File: src/rtl/ssc_stat_pkg.sv
package ssc_stat_pkg;
   localparam int NFLAG  = 8;  // 6 errors, host select, enable
   localparam int NEVT   = 6;  // event inputs
   localparam int NGATED = 5;  // events that have an enable
   localparam int BUSY_POS = 13;

   // internal flag index: 0 txov, 1 rxov, 2 abort, 3 txun, 4 rxun,
   // 5 mode fault, 6 host select, 7 enable
   function automatic int set_pos(input int i);
      case (i)
         0: return 12;
         1: return 13;
         2: return 14;
         3: return 15;
         4: return 5;
         5: return 7;
         6: return 3;
         default: return 1;
      endcase
   endfunction

   function automatic int clr_pos(input int i);
      case (i)
         0: return 8;
         1: return 9;
         2: return 10;
         3: return 11;
         4: return 4;
         5: return 6;
         6: return 2;
         default: return 0;
      endcase
   endfunction

   function automatic int stat_pos(input int i);
      case (i)
         0: return 8;
         1: return 9;
         2: return 10;
         3: return 11;
         4: return 12;
         5: return 7;
         6: return 1;
         default: return 0;
      endcase
   endfunction
endpackage

File: src/rtl/ssc_cmd_decode.sv
module ssc_cmd_decode
   import ssc_stat_pkg::*;
#(
   parameter int CMD_W = 16
) (
   input  logic             we_i,
   input  logic [CMD_W-1:0] word_i,
   output logic [NFLAG-1:0] set_o,
   output logic [NFLAG-1:0] clr_o
);
   if (CMD_W < 16) begin : g_bad_width
      $error("ssc_cmd_decode: CMD_W must be at least 16");
   end

   for (genvar i = 0; i < NFLAG; i++) begin : g_dec
      assign set_o[i] = we_i & word_i[set_pos(i)];
      assign clr_o[i] = we_i & word_i[clr_pos(i)];
   end
endmodule

File: src/rtl/ssc_flag_cell.sv
module ssc_flag_cell (
   input  logic clk,
   input  logic rst_n,
   input  logic set_i,
   input  logic clr_i,
   input  logic evt_i,
   output logic q_o
);
   always_ff @(posedge clk) begin
      if (!rst_n)                q_o <= 1'b0;
      else if (evt_i)            q_o <= 1'b1;
      else if (set_i && !clr_i)  q_o <= 1'b1;
      else if (clr_i && !set_i)  q_o <= 1'b0;
   end

   p_sw_set_r2: assert property (@(posedge clk) disable iff (!rst_n)
      (set_i && !clr_i) |=> q_o);
   p_sw_clr_r3: assert property (@(posedge clk) disable iff (!rst_n)
      (clr_i && !set_i && !evt_i) |=> !q_o);
   p_both_hold_r4: assert property (@(posedge clk) disable iff (!rst_n)
      (set_i && clr_i && !evt_i) |=> $stable(q_o));
   p_evt_wins_r7: assert property (@(posedge clk) disable iff (!rst_n)
      evt_i |=> q_o);
endmodule

File: src/rtl/ssc_status_ctl.sv
module ssc_status_ctl
   import ssc_stat_pkg::*;
#(
   parameter int CMD_W   = 16,
   parameter int STAT_W  = 16,
   parameter bit IRQ_REG = 1'b0
) (
   input  logic              clk,
   input  logic              rst_n,
   input  logic              cmd_we,
   input  logic [CMD_W-1:0]  cmd_word,
   input  logic [NGATED-1:0] err_en,
   input  logic [NEVT-1:0]   err_evt,
   input  logic              busy_i,
   output logic [STAT_W-1:0] status,
   output logic              err_irq
);
   localparam int NERR = NEVT;

   if (STAT_W <= BUSY_POS) begin : g_bad_stat
      $error("ssc_status_ctl: STAT_W must exceed the busy position");
   end

   logic [NFLAG-1:0] set_v, clr_v, evt_v, flag_q;

   ssc_cmd_decode #(.CMD_W(CMD_W)) u_dec (
      .we_i(cmd_we), .word_i(cmd_word), .set_o(set_v), .clr_o(clr_v)
   );

   for (genvar i = 0; i < NFLAG; i++) begin : g_flag
      if (i < NGATED) begin : g_gated
         assign evt_v[i] = err_evt[i] & err_en[i];
      end else if (i < NEVT) begin : g_ungated
         assign evt_v[i] = err_evt[i];
      end else begin : g_noevt
         assign evt_v[i] = 1'b0;
      end
      ssc_flag_cell u_cell (
         .clk(clk), .rst_n(rst_n), .set_i(set_v[i]), .clr_i(clr_v[i]),
         .evt_i(evt_v[i]), .q_o(flag_q[i])
      );
   end

   always_comb begin
      status = '0;
      for (int i = 0; i < NFLAG; i++) status[stat_pos(i)] = flag_q[i];
      status[BUSY_POS] = busy_i;
   end

   logic any_err;
   assign any_err = |flag_q[NERR-1:0];

   if (IRQ_REG) begin : g_irq_reg
      logic irq_q;
      always_ff @(posedge clk) begin
         if (!rst_n) irq_q <= 1'b0;
         else        irq_q <= any_err;
      end
      assign err_irq = irq_q;
   end else begin : g_irq_comb
      assign err_irq = any_err;
      p_irq_match_r9: assert property (@(posedge clk) disable iff (!rst_n)
         err_irq == (|status[12:7]));
   end

   p_idle_r10: assert property (@(posedge clk) disable iff (!rst_n)
      (!cmd_we && err_evt == '0) |=> $stable(flag_q));
   p_gate_r6: assert property (@(posedge clk) disable iff (!rst_n)
      (!cmd_we && err_en == '0 && !err_evt[NEVT-1]) |=> $stable(flag_q));
   p_busy_r8: assert property (@(posedge clk) disable iff (!rst_n)
      status[BUSY_POS] == busy_i);
endmodule

File: config.mk
export PLATFORM = sky130hd
export DESIGN_NAME = ssc_status_ctl
export DESIGN_NICKNAME = d
export VERILOG_FILES = /design/src/rtl/ssc_stat_pkg.sv /design/src/rtl/ssc_cmd_decode.sv /design/src/rtl/ssc_flag_cell.sv /design/src/rtl/ssc_status_ctl.sv
export SDC_FILE = /design/constraint.sdc
export NUM_CORES = 1
export LEC_CHECK = 0
export ABC_AREA = 1
export CAP_MARGIN = 5
export CORE_ASPECT_RATIO = 1.2
export CORE_UTILIZATION = 30
export CTS_CLUSTER_DIAMETER = 150
export DETAILED_ROUTE_END_ITERATION = 12
export PLACE_DENSITY = 0.72
export RECOVER_POWER = 50
export SYNTH_ARGS = -nofsm -noshare
export SYNTH_HDL_FRONTEND = slang
export SYNTH_SLANG_ARGS = --single-unit
export TNS_END_PERCENT = 30
File: constraint.sdc
create_clock -name clk -period 1.1 [get_ports clk]
set_input_delay 0.165 -clock clk [delete_from_list [all_inputs] [get_ports clk]]
set_output_delay 0.165 -clock clk [all_outputs]
set_load 0.005 [all_outputs]
==> impl_metrics.tcl, run 1 <==
set metrics [dict create \
    htreeDepth 1 \
    hp-class "in -> out" \
    p_total_uw 865 \
    cts_tree "yes" \
    synth.distinct_cells 14 \
    io_pins 48 \
    cts_buffers 3 \
    rsz0062_at_grt "yes" \
    n_antenna_cell 0 \
    irDropWorstVdd_mv 0.302 \
    dp.cells 163 \
    avgViaCountPerCell 4.04 \
    wire_per_inst_um 8.86 \
    rows 18 \
    via_count 670 \
    root_buffer "clkbuf_4" \
    dieArea_um2 2410 \
    drc 0 \
    critPathMaxFanout 2 \
    hold_depth 0 \
    synth-seq-cells 8 \
    clkTransAtPathRegs_ns 0.06 \
    worstPathArrival_ns 0.90 \
    dr.pass1.iters 2 \
    reg2reg_depth 5 \
    fin_crit_sh_pct 96.5 \
    place_congestion 0.685 \
    maxSlewViolCount 0 \
    status "finished, final reports clean" \
    cts.sinks 8 \
    grt_first_pass_wirelength_um 2470 \
    worstSetupPathType "reg -> out" \
    powerDensity_nw_per_um2 817 \
    grt_pass1_vias 643 \
    cap_viol_max_count 0 \
    antenna_found_initial 0 \
    hold_viol 0 \
    seq_area_frac_synth_pct 24.1 \
    p_leak_nw 0.559 \
    fin_cells 166 \
    fin_skew_ns 0 \
    fmax_mhz 942 \
    port-buffer-count 38 \
    grt_overflow_total 0 \
    largest_reg_flops 8 \
    period_minus_slack_ns 1.06 \
    drt_iter0_markers 5 \
    grt_max_degree 11 \
    grt.total_usage_pct 13.7 \
    core-area_um2 2070 \
    clkLatencyLatePin_ns 0.25 \
    crit_path_start_kind "register" \
    clockBufferDepth 2 \
    timing.hold.ws_ns 0.330 \
    post-cts-setup-buffers 0 \
    syn_area_um2 664 \
    post-dp-hpwl_um 1260 \
    die_width_um 45.0 \
    layout-drive-gt1-share_pct 15.4 \
    drt-total-wl_um 1470 \
    syn_inst 101 \
    setup_violations 0 \
    start_util_pct 32.1 \
    die_y_um 53.6 \
    synth_warnings 0 \
    postSynthAreaPerCell_um2 6.58 \
    syn_to_final_growth_pct 59.3 \
    reg_top3 "g_flag.u_cell.q_o: 8 flops" \
    largest_register "g_flag.u_cell.q_o" \
    crit_required_ns 0.94 \
    cp-end-kind "primary output" \
    detail-route-antenna-nets 0 \
    nNetsFinal 176 \
]
[cell families (layout without fill, tap and decap cells)]
group / after synthesis / count (layout) / synth area share [%]
AOI/OAI and AO/OA: 9 / 9 / 7.72
other: 1 / 7 / 0.564
DFF: 8 / 8 / 24.1
buffers and inverters: 36 / 65 / 31.1
adders and majority gates: 7 / 7 / 13.2
and+or+nand+nor: 40 / 40 / 23.4
[cell type report]
| class | instances | area [µm²] |
|---|---|---|
| Clock buffer | 3 | 22.5 |
| Timing Repair Buffer | 44 | 425 |
| Multi-Input combinational cell | 63 | 338 |
| Fill cell | 218 | 1010 |
| Tap cell | 30 | 37.5 |
| Inverter | 18 | 67.6 |
| Sequential cell | 8 | 168 |
[what timing repair did]
action / CTS / global route
endpoints found under the setup margin: 16 / 5
pin swaps: 1 / 4
hold endpoints to repair: 0 / 0
hold buffers: 0 / 0
gates resized for setup: 23 / 7
[metrics by stage]
stage / utilization, % / area (µm²) / worst slack, ns / TNS (ns)
4_1_cts: 50.2 / 1040 / -0.0567 / -0.0567
5_1_grt: 51.1 / 1060 / -0.0238 / -0.0397
2_1_floorplan: - / 687 / 0.00909 / 0
3_3_place_gp: 48.8 / 1010 / -0.363 / -2.44
6_report: 51.1 / 1060 / 0.0381 / 0
3_5_place_dp: 48.8 / 1010 / -0.411 / -2.77
[synthesized netlist by cell type]
cell type / n / area [µm²]
nand2_1: 30 / 113
buf_4: 17 / 128
inv_1: 17 / 63.8
dfxtp_1: 8 / 160
ha_1: 7 / 87.6
nor2_1: 7 / 26.3
a31oi_1: 5 / 31.3
a21oi_1: 2 / 10.0
nand3_1: 2 / 10.0
o21ai_0: 2 / 10.0
buf_6: 1 / 11.3
conb_1: 1 / 3.75
inv_2: 1 / 3.75
nand2_2: 1 / 6.26
[final timing paths]
path	to	startpoint	slack (ns)
worst min register to register	g_flag[6].u_cell.q_o	g_flag[6].u_cell.q_o	0.44
worst max-delay path	status[8]	g_flag[0].u_cell.q_o	0.04
worst max register to register	g_flag[5].u_cell.q_o	g_flag[5].u_cell.q_o	0.34
worst min-delay path	status[13]	busy_i	0.33
[power by group]
group / leakage, nW / total (mW) / internal (mW) / switching, mW
Combinational: 0.477 / 0.302 / 0.188 / 0.114
Sequential: 0.0681 / 0.333 / 0.318 / 0.0145
Clock: 0.0138 / 0.230 / 0.125 / 0.105
Total: 0.559 / 0.865 / 0.631 / 0.234
[worst max-delay path, cell delays in order (launching register included)]
cell	delay (ns)
dfxtp_2	0.32
buf_4	0.13
clkdlybuf4s15_1	0.20
[cell usage in the layout, fill, tap and decap left out, drive strengths merged]
cell type,instances
dlygate4sd2,4
buf,6
clkbuf,4
nand2,31
o21ai,2
clkdlybuf4s50,26
inv,18
conb,7
nor2,7
dlygate4sd3,1
ha,7
clkdlybuf4s15,5
dfxtp,8
nand3,2
dlymetal6s2s,1
a31oi,5
a21oi,2
[per-layer routing]
layer	wire length (µm)	vias to the layer above	part of all wire, %	GRT usage [%]
li1	-	355	-	-
met1	565	284	38	13.8
met2	753	31	51	27.1
met3	152	0	10	3.02
met4	0	0	0	4.55
met5	0	-	0	0
No activity file was read; power rests on OpenSTA's default activity.
==> run 2: changes to the inputs <==
HOLD_SLACK_MARGIN = 0.06   (was unset)
==> results of run 2 <==
Same layout as run 1: the final DEF is identical, and so are final timing and power.
==> run 3: changes to the inputs <==
CTS_CLUSTER_DIAMETER = 50   (was 150)
==> results of run 3 <==
Same layout as run 1: the final DEF is identical, and so are final timing and power.
